===== src/rtl/lru_pkg.sv =====
package lru_pkg;
  function automatic int unsigned idx_w(int unsigned n);
    return (n > 1) ? $clog2(n) : 1;
  endfunction
endpackage


===== src/rtl/lru_reorder.sv =====
module lru_reorder #(
  parameter int unsigned NUM_WAYS = 4,
  parameter int unsigned WAY_W    = 2
) (
  input  logic [NUM_WAYS*WAY_W-1:0] list_i,
  input  logic [WAY_W-1:0]          way_i,
  output logic [NUM_WAYS*WAY_W-1:0] list_o
);
  logic [NUM_WAYS-1:0] match;
  logic [NUM_WAYS-1:0] seen;   // old position of way_i is at or below slot k

  for (genvar k = 0; k < NUM_WAYS; k++) begin : g_slot
    assign match[k] = (list_i[k*WAY_W +: WAY_W] == way_i);
    if (k == 0) begin : g_first
      assign seen[k] = match[k];
    end else begin : g_rest
      assign seen[k] = seen[k-1] | match[k];
    end
    if (k == NUM_WAYS - 1) begin : g_mru
      assign list_o[k*WAY_W +: WAY_W] = way_i;
    end else begin : g_shift
      assign list_o[k*WAY_W +: WAY_W] = seen[k] ? list_i[(k+1)*WAY_W +: WAY_W]
                                                : list_i[k*WAY_W +: WAY_W];
    end
  end
endmodule


===== src/rtl/lru_set_list.sv =====
module lru_set_list #(
  parameter int unsigned NUM_WAYS = 4,
  parameter int unsigned WAY_W    = 2
) (
  input  logic                      clk_i,
  input  logic                      rst_ni,
  input  logic                      upd_i,
  input  logic [NUM_WAYS*WAY_W-1:0] next_i,
  output logic [NUM_WAYS*WAY_W-1:0] list_o
);
  for (genvar k = 0; k < NUM_WAYS; k++) begin : g_slot
    always_ff @(posedge clk_i or negedge rst_ni) begin
      if (!rst_ni)    list_o[k*WAY_W +: WAY_W] <= WAY_W'(k);
      else if (upd_i) list_o[k*WAY_W +: WAY_W] <= next_i[k*WAY_W +: WAY_W];
    end
  end
endmodule


===== src/rtl/lru_order_list.sv =====
module lru_order_list #(
  parameter int unsigned NUM_SETS = 4,
  parameter int unsigned NUM_WAYS = 4,
  localparam int unsigned SET_W   = lru_pkg::idx_w(NUM_SETS),
  localparam int unsigned WAY_W   = lru_pkg::idx_w(NUM_WAYS),
  localparam int unsigned LIST_W  = NUM_WAYS * WAY_W
) (
  input  logic                       clk_i,
  input  logic                       rst_ni,
  input  logic                       acc_valid_i,
  input  logic [SET_W-1:0]           acc_set_i,
  input  logic [WAY_W-1:0]           acc_way_i,
  input  logic [SET_W-1:0]           qry_set_i,
  output logic [WAY_W-1:0]           victim_o,
  output logic [NUM_SETS*LIST_W-1:0] order_o
);
  logic [LIST_W-1:0] lists [NUM_SETS];
  logic [LIST_W-1:0] cur_list;
  logic [LIST_W-1:0] nxt_list;

  // single shared reorder path; only one set updates per cycle
  assign cur_list = lists[acc_set_i];

  lru_reorder #(.NUM_WAYS(NUM_WAYS), .WAY_W(WAY_W)) u_reorder (
    .list_i (cur_list),
    .way_i  (acc_way_i),
    .list_o (nxt_list)
  );

  for (genvar s = 0; s < NUM_SETS; s++) begin : g_set
    logic upd;
    assign upd = acc_valid_i && (acc_set_i == SET_W'(s));

    lru_set_list #(.NUM_WAYS(NUM_WAYS), .WAY_W(WAY_W)) u_list (
      .clk_i  (clk_i),
      .rst_ni (rst_ni),
      .upd_i  (upd),
      .next_i (nxt_list),
      .list_o (lists[s])
    );

    assign order_o[s*LIST_W +: LIST_W] = lists[s];
  end

  assign victim_o = lists[qry_set_i][WAY_W-1:0];
endmodule


===== config.mk =====
export PLATFORM = sky130hd
export DESIGN_NAME = lru_order_list
export DESIGN_NICKNAME = d
export VERILOG_FILES = /design/src/rtl/lru_pkg.sv /design/src/rtl/lru_reorder.sv /design/src/rtl/lru_set_list.sv /design/src/rtl/lru_order_list.sv
export SDC_FILE = /design/constraint.sdc
export NUM_CORES = 1
export LEC_CHECK = 0
export ABC_AREA = 1
export CAP_MARGIN = 10
export CORE_UTILIZATION = 45
export DETAILED_ROUTE_END_ITERATION = 10
export GPL_TIMING_DRIVEN = 1
export HOLD_SLACK_MARGIN = 0.1
export PLACE_DENSITY = 0.86
export SYNTH_ARGS = -nofsm -noshare
export SYNTH_HDL_FRONTEND = slang
export SYNTH_SLANG_ARGS = --single-unit

===== constraint.sdc =====
create_clock -name clk_i -period 1.2 [get_ports clk_i]
set_input_delay 0.36 -clock clk_i [delete_from_list [all_inputs] [get_ports clk_i]]
set_output_delay 0.36 -clock clk_i [all_outputs]
set_load 0.005 [all_outputs]

# Word-level counts from Yosys, hierarchy flattened
# Cells that the tools add are included.
word_totals:
  word_cells: 42
  reg_bits: 32
  output_inout_bits: 34
  inputBits: 9
classes:
  muxes: 9
  n_eq_ne: 6
  magnitude_cmp: 2
  bitwise_logic: 4
  reduce_logical: 5
op_table:
  columns: ["op", "count"]
  rows:
  - ["8-bit binary-select mux with 2-bit select", 2]
  - ["8-bit two-way mux", 2]
  - ["2-bit two-way mux", 5]
  - ["2-bit equality test", 3]
  - ["3-bit greater-or-equal comparator (second input constant)", 2]
  - ["2-bit NOT with 3-bit output", 2]
  - ["2-bit equality test (second input constant)", 2]
  - ["1-bit logical AND", 4]
  - ["2-bit by 1-bit equality test with 1-bit output (second input constant)", 1]
  - ["2-bit zero test", 1]
  - ["1-bit OR", 2]

# Logic depth before layout (Yosys ltp)
# Gate-level depths: netlist of the first run.
depth:
  word_depth: 8
  depth_mapped: 14
  ltp_nobuf: 12

# By module
# Synthesis of the first run repeated with hierarchy kept, for this count alone.
hier_totals:
  cells_unflattened: 290
  area_unflattened_um2: 1989.4
by_module_without_submodules:
  columns: ["module", "seq_area_each_um2", "area_per_inst_um2", "instances", "cells_each"]
  rows:
  - ["lru_set_list", 205.2, 310.3, 4, 34]
  - ["lru_order_list", 0.0, 508.0, 1, 107]
  - ["lru_reorder", 0.0, 240.2, 1, 47]

# Worst setup path before layout of the first run
# No wires, ideal clock.
synth_path:
  path_type: "input to register"
  start: "input acc_set_i[0]"
  end: "register g_set[0].u_list.list_o[4]"
  path_stages: 14
  path_buffers: 2
  required_time_ps: 1082
  arrival_time_ps: 1341
  setup_ps: 118
  slack_ps: -259
  cell_sequence: "buf_6 inv_6 buf_6 nand2_2 nand2_1 nand2_2 nand2_2 nand2_1 nand2_1 nand2_4 nand3_4 nand2_2 nand3_1 nand2_1"
synth_between:
  elab_chain_len: 8
  elab_cells_between_ends: 12
  cone_classes: "eq/ne (3); mux (4); bitwise (3); reduce/logical (2)"
synth_lines:
  columns: ["element", "line", "source"]
  rows:
  - ["start: declaration", "lru_order_list.sv:11", "input logic [SET_W-1:0] acc_set_i,"]
  - ["2-bit NOT with 3-bit output (implied by the code)", "lru_order_list.sv:22", "assign cur_list = lists[acc_set_i];"]
  - ["8-bit binary-select mux with 2-bit select", "lru_order_list.sv:22", null]
  - ["8-bit two-way mux (implied by the code) (2 in a row)", "lru_order_list.sv:22", null]
  - ["2-bit equality test", "lru_reorder.sv:13", "assign match[k] = (list_i[k*WAY_W +: WAY_W] == way_i);"]
  - ["1-bit OR (2 in a row)", "lru_reorder.sv:17", "assign seen[k] = seen[k-1] | match[k];"]
  - ["2-bit two-way mux", "lru_reorder.sv:22", "assign list_o[k*WAY_W +: WAY_W] = seen[k] ? list_i[(k+1)*WAY_W +: WAY_W]"]
  - ["end signal: indexed assignment", "lru_set_list.sv:13", "if (!rst_ni) list_o[k*WAY_W +: WAY_W] <= WAY_W'(k);"]
  - ["end signal: indexed assignment", "lru_set_list.sv:14", "else if (upd_i) list_o[k*WAY_W +: WAY_W] <= next_i[k*WAY_W +: WAY_W];"]
  - ["end: declaration", "lru_set_list.sv:9", "output logic [NUM_WAYS*WAY_W-1:0] list_o"]
# Several ways; a longest one is shown, not always the timed one. The select of a mux whose other input is x is not followed.
# A chain may end at the register's enable or synchronous reset.

# Worst setup path in the final report of the first run
layout_path:
  start: "register g_set[1].u_list.list_o[0]"
  end: "register g_set[2].u_list.list_o[3]"
layout_between:
  elab_chain_len: 6
layout_lines:
  columns: ["element", "line"]
  rows:
  - ["start: declaration", "lru_set_list.sv:9"]
  - ["start signal: indexed assignment", "lru_set_list.sv:13"]
  - ["start signal: indexed assignment", "lru_set_list.sv:14"]
  - ["8-bit binary-select mux with 2-bit select", "lru_order_list.sv:22"]
  - ["8-bit two-way mux (implied by the code) (2 in a row)", "lru_order_list.sv:22"]
  - ["2-bit equality test", "lru_reorder.sv:13"]
  - ["1-bit OR", "lru_reorder.sv:17"]
  - ["2-bit two-way mux", "lru_reorder.sv:22"]
  - ["end signal: indexed assignment", "lru_set_list.sv:13"]
  - ["end signal: indexed assignment", "lru_set_list.sv:14"]
  - ["end: declaration", "lru_set_list.sv:9"]
# No other way between the ends. The select of a mux whose other input is x is not followed.

==> impl_metrics.ini, run 1 <==
[run_status]
status = complete, but fails checks
violations = setup timing

[clock_network]
clk_pin_slew_ns = 0.09
clock_latency_ns = 0.31
cts_buffers = 5
htreeDepth = 2
cts_sinks = 32
clk_root_buffer_cell = clkbuf_8
cts_tree = done
clockBufferDepth = 2

[detailed_routing]
drtPass1Iterations = 6
routedWlPerCell_um = 23.41
dr.first_iter.drc_count = 430
ant_nets = 0
vias_per_cell = 6.476
drc = 0
routed_wl_um = 10180
vias = 2817

[grt]
grt_pass1_wl_um = 12830
antenna_found_initial = 0
grt_usage_pct = 40.84
grt_max_degree = 33
grt_overflow_total = 0
first_global_vias = 2536

[timing]
final-hold-violation-count = 0
rsz0062_at_grt = true
slew_viol_final = 0
worst_pin_slew_ns = 0.5936
setup_tns_ns = -16.90
hold_ws_ns = 0.4091
finalSetupViolCount = 56
fmax_ghz = 0.5472
slew_headroom_pct = 60.16
fin_worst_skew_ns = 0.01993
layout_setup_ws_ns = -0.6274
fin_crit_sh_pct = 152.3
final.min_clock_period_ns = 1.827

[power_and_ir_drop]
p_comb_share_pct = 62.2
leakage_uw = 0.001800
p_int_uw = 4654
clock_power_share_pct = 12.3
p_sw_uw = 3421
pwr-share-seq_pct = 25.6
ir_drop_mv = 1.384
switching_share_pct = 42.36
p_per_area_nw_per_um2 = 2336

[die]
core-area_um2 = 3799
design.die.area_um2 = 4387
die_x_um = 66.24
initial_utilization_pct = 48.88
boundaryPins = 43
row_count = 22
die_h_um = 66.24

[logic_synthesis]
yosysTopAreaCellShare_pct = 23.85
yosysWarningCount = 0
netlist_area_um2 = 1857
ys_ff_latch = 32
avgSynthCellArea_um2 = 7.169
synth_seq_area_share_pct = 44.20
synth_nets = 268
ys_top_cells_by_area = nand2_1, dfstp_2, dfrtp_1
synth_top_area_cell = nand2_1
yosysUniqueCellTypes = 18
syn-instance-count = 259

[final_layout]
fillers = 148
fin_nets = 395
largest_register_ffs = 32
reg_top3 = g_set.u_list.list_o: 32 flops
stdcell_count = 435
antennaDiodeCount = 0
syn_to_final_growth_pct = 86.19
regMostFlops = g_set.u_list.list_o
drive_above_1_share_pct = 60.47

[worst_setup_path]
cp_max_fo = 8
arrival_ns = 1.99
path_class = reg2reg
required_ns = 1.36
worstSetupStartpointType = flop
critPathCaptureType = flop

[run]
max_cap_violations = 0

[place]
io_buffers = 42
dp.cells = 383
place_hpwl_um = 4081
gp_congestion = 0.9104

[worst_hold_path]
hp-class = in2async
-- placed cells by master, fill, tap and decap left out, types with 12 or more instances in the layout --
master and count:
nand3_2 12, nand2_1 78, dfrtp_1 16, buf_2 18, buf_6 45, inv_1 12
dfstp_2 16, buf_4 50, nand3_1 20, nand2_2 42
-- what timing repair did --
| item | CTS | global route |
|---|---|---|
| hold buffers | 0 | 0 |
| gates cloned | 1 | 0 |
| gates resized for setup | 219 | 77 |
| pin swaps | 34 | 38 |
| setup endpoints to repair | 66 | 64 |
| setup buffers | 32 | 16 |
-- power by group through the flow --
| stage | sequential (µW) | clock [µW] | combinational [µW] |
|---|---|---|---|
| 2_1_floorplan | 2000 | 0 | 1280 |
| 3_3_place_gp | 2040 | 0 | 2780 |
| 3_5_place_dp | 2040 | 0 | 2860 |
| 4_1_cts | 1970 | 939 | 3820 |
| 5_1_grt | 2080 | 1040 | 5230 |
| 6_report | 2060 | 990 | 5020 |
-- synth_stat cells --
master,number
a21oi_1,1
a311oi_1,1
buf_2,3
buf_6,3
dfrtp_1,16
dfstp_2,16
inv_1,19
inv_6,1
nand2_1,118
nand2_2,12
nand2_4,2
nand3_1,34
nand3_4,1
nand4_1,4
nor2_1,7
nor2_2,3
o21ai_0,14
o22ai_1,4
-- per-stage QoR --
step	cell area [µm²]	total power [µW]	utilization, %	setup slack, ns
2_1_floorplan	1909	3282	-	-0.2407
3_3_place_gp	2654	4821	69.86	-0.8716
3_5_place_dp	2654	4906	69.86	-0.9478
4_1_cts	3143	6725	82.74	-0.3822
5_1_grt	3457	8344	91.01	-0.6985
6_report	3457	8075	91.01	-0.6274
-- cell families (layout without fill, tap and decap cells) --
logic type | count (synthesis) | in the layout | share of synthesized area (%)
DFF | 32 | 32 | 44.20
and+or+nand+nor | 181 | 181 | 42.99
buffers and inverters | 26 | 154 | 6.941
AOI/OAI and AO/OA | 20 | 20 | 5.862
-- worst max-delay path, stage by stage, from the launching register on --
cell,delay (ns)
dfrtp_1,0.44
nand2_1,0.10
nand2_1,0.11
nand2_2,0.13
nand2_2,0.06
nand2_2,0.09
nand2_4,0.09
nand2_8,0.11
nand4_1,0.25
nand3_1,0.17
nand2_1,0.12
-- worst paths after layout --
path / start / endpoint / slack (ns) / cells past startpoint
max reg2reg: g_set[1].u_list.list_o[0] / g_set[2].u_list.list_o[3] / -0.63 / 10
min in group clk_i: g_set[1].u_list.list_o[5] / g_set[1].u_list.list_o[5] / 0.49 / 2
min: rst_ni / g_set[3].u_list.list_o[0] / 0.41 / 2
min reg2reg: g_set[1].u_list.list_o[5] / g_set[1].u_list.list_o[5] / 0.49 / 2
max: g_set[1].u_list.list_o[0] / g_set[2].u_list.list_o[3] / -0.63 / 10
max in group asynchronous: rst_ni / g_set[0].u_list.list_o[5] / 0.51 / 2
-- area by class of cell --
cell class | count | area [µm²] | area share [%]
inverter | 20 | 101.3 | 2.932
clock buffer | 8 | 100.1 | 2.895
multi-input combinational | 201 | 1235 | 35.72
tap | 48 | 60.06 | 1.737
timing repair buffer | 126 | 1140 | 32.97
sequential | 32 | 820.8 | 23.74
-- per-layer routing --
metal / vias to the layer above / global-route usage [%] / share of wire (%)
met3: 134 / 11.03 / 11
met4: 0 / 27.66 / 9.5
met1: 1274 / 44.96 / 34
li1: 1087 / - / -
met5: - / 0 / 0
met2: 322 / 68.11 / 45
Power figures use the tool's default switching activity.
==> run 2: changes to the inputs <==
--- a/config.mk
+++ b/config.mk
@@ -7,11 +7,11 @@
 export LEC_CHECK = 0
 export ABC_AREA = 1
 export CAP_MARGIN = 10
-export CORE_UTILIZATION = 45
+export CORE_UTILIZATION = 50
 export DETAILED_ROUTE_END_ITERATION = 10
 export GPL_TIMING_DRIVEN = 1
-export HOLD_SLACK_MARGIN = 0.1
-export PLACE_DENSITY = 0.86
+export PLACE_DENSITY = 0.9
+export SKIP_CTS_REPAIR_TIMING = 1
 export SYNTH_ARGS = -nofsm -noshare
 export SYNTH_HDL_FRONTEND = slang
 export SYNTH_SLANG_ARGS = --single-unit
==> constraint.sdc (replaced) <==
create_clock -name clk_i -period 2.2 [get_ports clk_i]
set_input_delay 0.66 -clock clk_i [delete_from_list [all_inputs] [get_ports clk_i]]
set_output_delay 0.66 -clock clk_i [all_outputs]
set_load 0.005 [all_outputs]
==> impl_metrics.ini, run 2 (synthesis results as in run 1) <==
[run_status]
status = finished, final reports clean

[final_layout]
reg_top3 = g_set.u_list.list_o: 32 flops
regMostFlops = g_set.u_list.list_o
multi_input_area_um2 = 914.6
fin_nets = 336
drive_above_1_share_pct = 21.95
final_area_um2 = 2614
fillers = 249
layout_common_cells = nand2_1, clkdlybuf4s50_1, nand3_1
syn_to_final_growth_pct = 40.77
mostFrequentLayoutCell = nand2_1
seq_area_um2 = 820.8
antennaDiodeCount = 0
largest_register_ffs = 32

[grt]
grt_max_degree = 33
first_global_vias = 1916
grt_overflow_total = 0
grt_usage_pct = 28.69
antenna_found_initial = 0
grt_pass1_wl_um = 8666

[worst_setup_path]
worstSetupStartpointType = input pin
arrival_ns = 2.26
required_ns = 2.38
path_class = in2reg
critPathCaptureType = flop
cp_max_fo = 6

[timing]
final.min_clock_period_ns = 2.079
finalSetupViolCount = 0
fin_crit_sh_pct = 94.51
fin_worst_skew_ns = 0.009781
fmax_ghz = 0.4809
slew_viol_final = 0
rsz0062_at_grt = false
worst_pin_slew_ns = 0.3918
slew_headroom_pct = 73.88
final-hold-violation-count = 0

[worst_hold_path]
hp-class = reg2reg

[power_and_ir_drop]
leakage_uw = 0.001342
ir_drop_mv = 0.5249
p_per_area_nw_per_um2 = 1156
p_total_uw = 3023

[detailed_routing]
routedWlPerCell_um = 14.41
ant_nets = 0
vias = 2017
dr.first_iter.drc_count = 206
routed_wl_um = 5391
vias_per_cell = 5.393
drtPass1Iterations = 5
drc = 0

[die]
row_count = 21
die_x_um = 62.94
die_h_um = 62.94
boundaryPins = 43
core-area_um2 = 3442
design.die.area_um2 = 3961
initial_utilization_pct = 53.94

[clock_network]
clk_pin_slew_ns = 0.07
cts_sinks = 32
cts_buffers = 5
htreeDepth = 2
clock_latency_ns = 0.29
clockBufferDepth = 2
cts_tree = done
clk_root_buffer_cell = clkbuf_8

[place]
io_buffers = 42
place_hpwl_um = 3535
gp_congestion = 0.9238
post_dp_cell_area_um2 = 2456

[run]
max_cap_violations = 0
run 2: cell types whose count changed in the layout (fill, tap and decap cells not counted), sizes merged:
cell           delta
buf              -91
bufbuf            -1
clkbuf            -1
clkdlybuf4s15     -2
clkdlybuf4s50    +34
clkinv            -1
clkinvlp          -1
dlygate4sd2       -1
dlymetal6s2s      +3
inv               +2
run 2: critical path: stages:
cell and delay [ns]:
clkdlybuf4s50_1 0.48, inv_1 0.10, buf_4 0.15, nand2_2 0.09, nand2_1 0.06, nand2_1 0.06, nand2_1 0.09, nand2_4 0.13
nand4_1 0.23, nand3_1 0.16, nand2_1 0.07
run 2: final cells by class:
cell class	count	share of cell area, %
multi-input combinational	201	34.99
timing repair buffer	67	24.80
tap	46	2.202
sequential	32	31.40
inverter	20	3.159
clock buffer	8	3.447
run 2: per-stage QoR:
stage	instances	util [%]	setup WS, ns	TNS [ns]	hold WS [ns]
6_report	374	75.94	0.1208	0	0.4783
5_1_grt	374	75.94	0.01320	0	0.5098
4_1_cts	370	73.97	-0.4649	-0.9023	0.4777
3_5_place_dp	362	71.36	-0.4656	-5.512	0.4680
3_3_place_gp	362	71.36	-0.3983	-4.645	0.4652
2_1_floorplan	259	-	0.4409	0	0.3644
run 2: where the power goes:
| part | switching, µW | total (µW) | leakage, µW | internal, µW |
|---|---|---|---|---|
| Sequential | 216 | 1110 | 0.000372 | 894 |
| Clock | 214 | 469 | 0.0000455 | 255 |
| Combinational | 692 | 1440 | 0.000924 | 751 |
| Total | 1120 | 3020 | 0.00134 | 1900 |
run 2: worst paths after layout:
check,start,to,slack [ns],cells past startpoint
worst min-delay path,g_set[3].u_list.list_o[5],g_set[3].u_list.list_o[5],0.48,2
worst min register to register,g_set[3].u_list.list_o[5],g_set[3].u_list.list_o[5],0.48,2
max in group asynchronous,rst_ni,g_set[3].u_list.list_o[5],1.11,2
min in group asynchronous,rst_ni,g_set[3].u_list.list_o[0],0.77,2
worst max register to register,g_set[2].u_list.list_o[2],g_set[2].u_list.list_o[3],0.60,9
worst max-delay path,acc_set_i[1],g_set[2].u_list.list_o[3],0.12,11
run 2: routing by layer:
metal	wire length [µm]	vias up	track usage, %
met2	2627	112	46.24
met1	2174	924	36.89
met4	148	0	11.92
li1	-	964	-
met3	439	17	6.387
met5	0	-	0
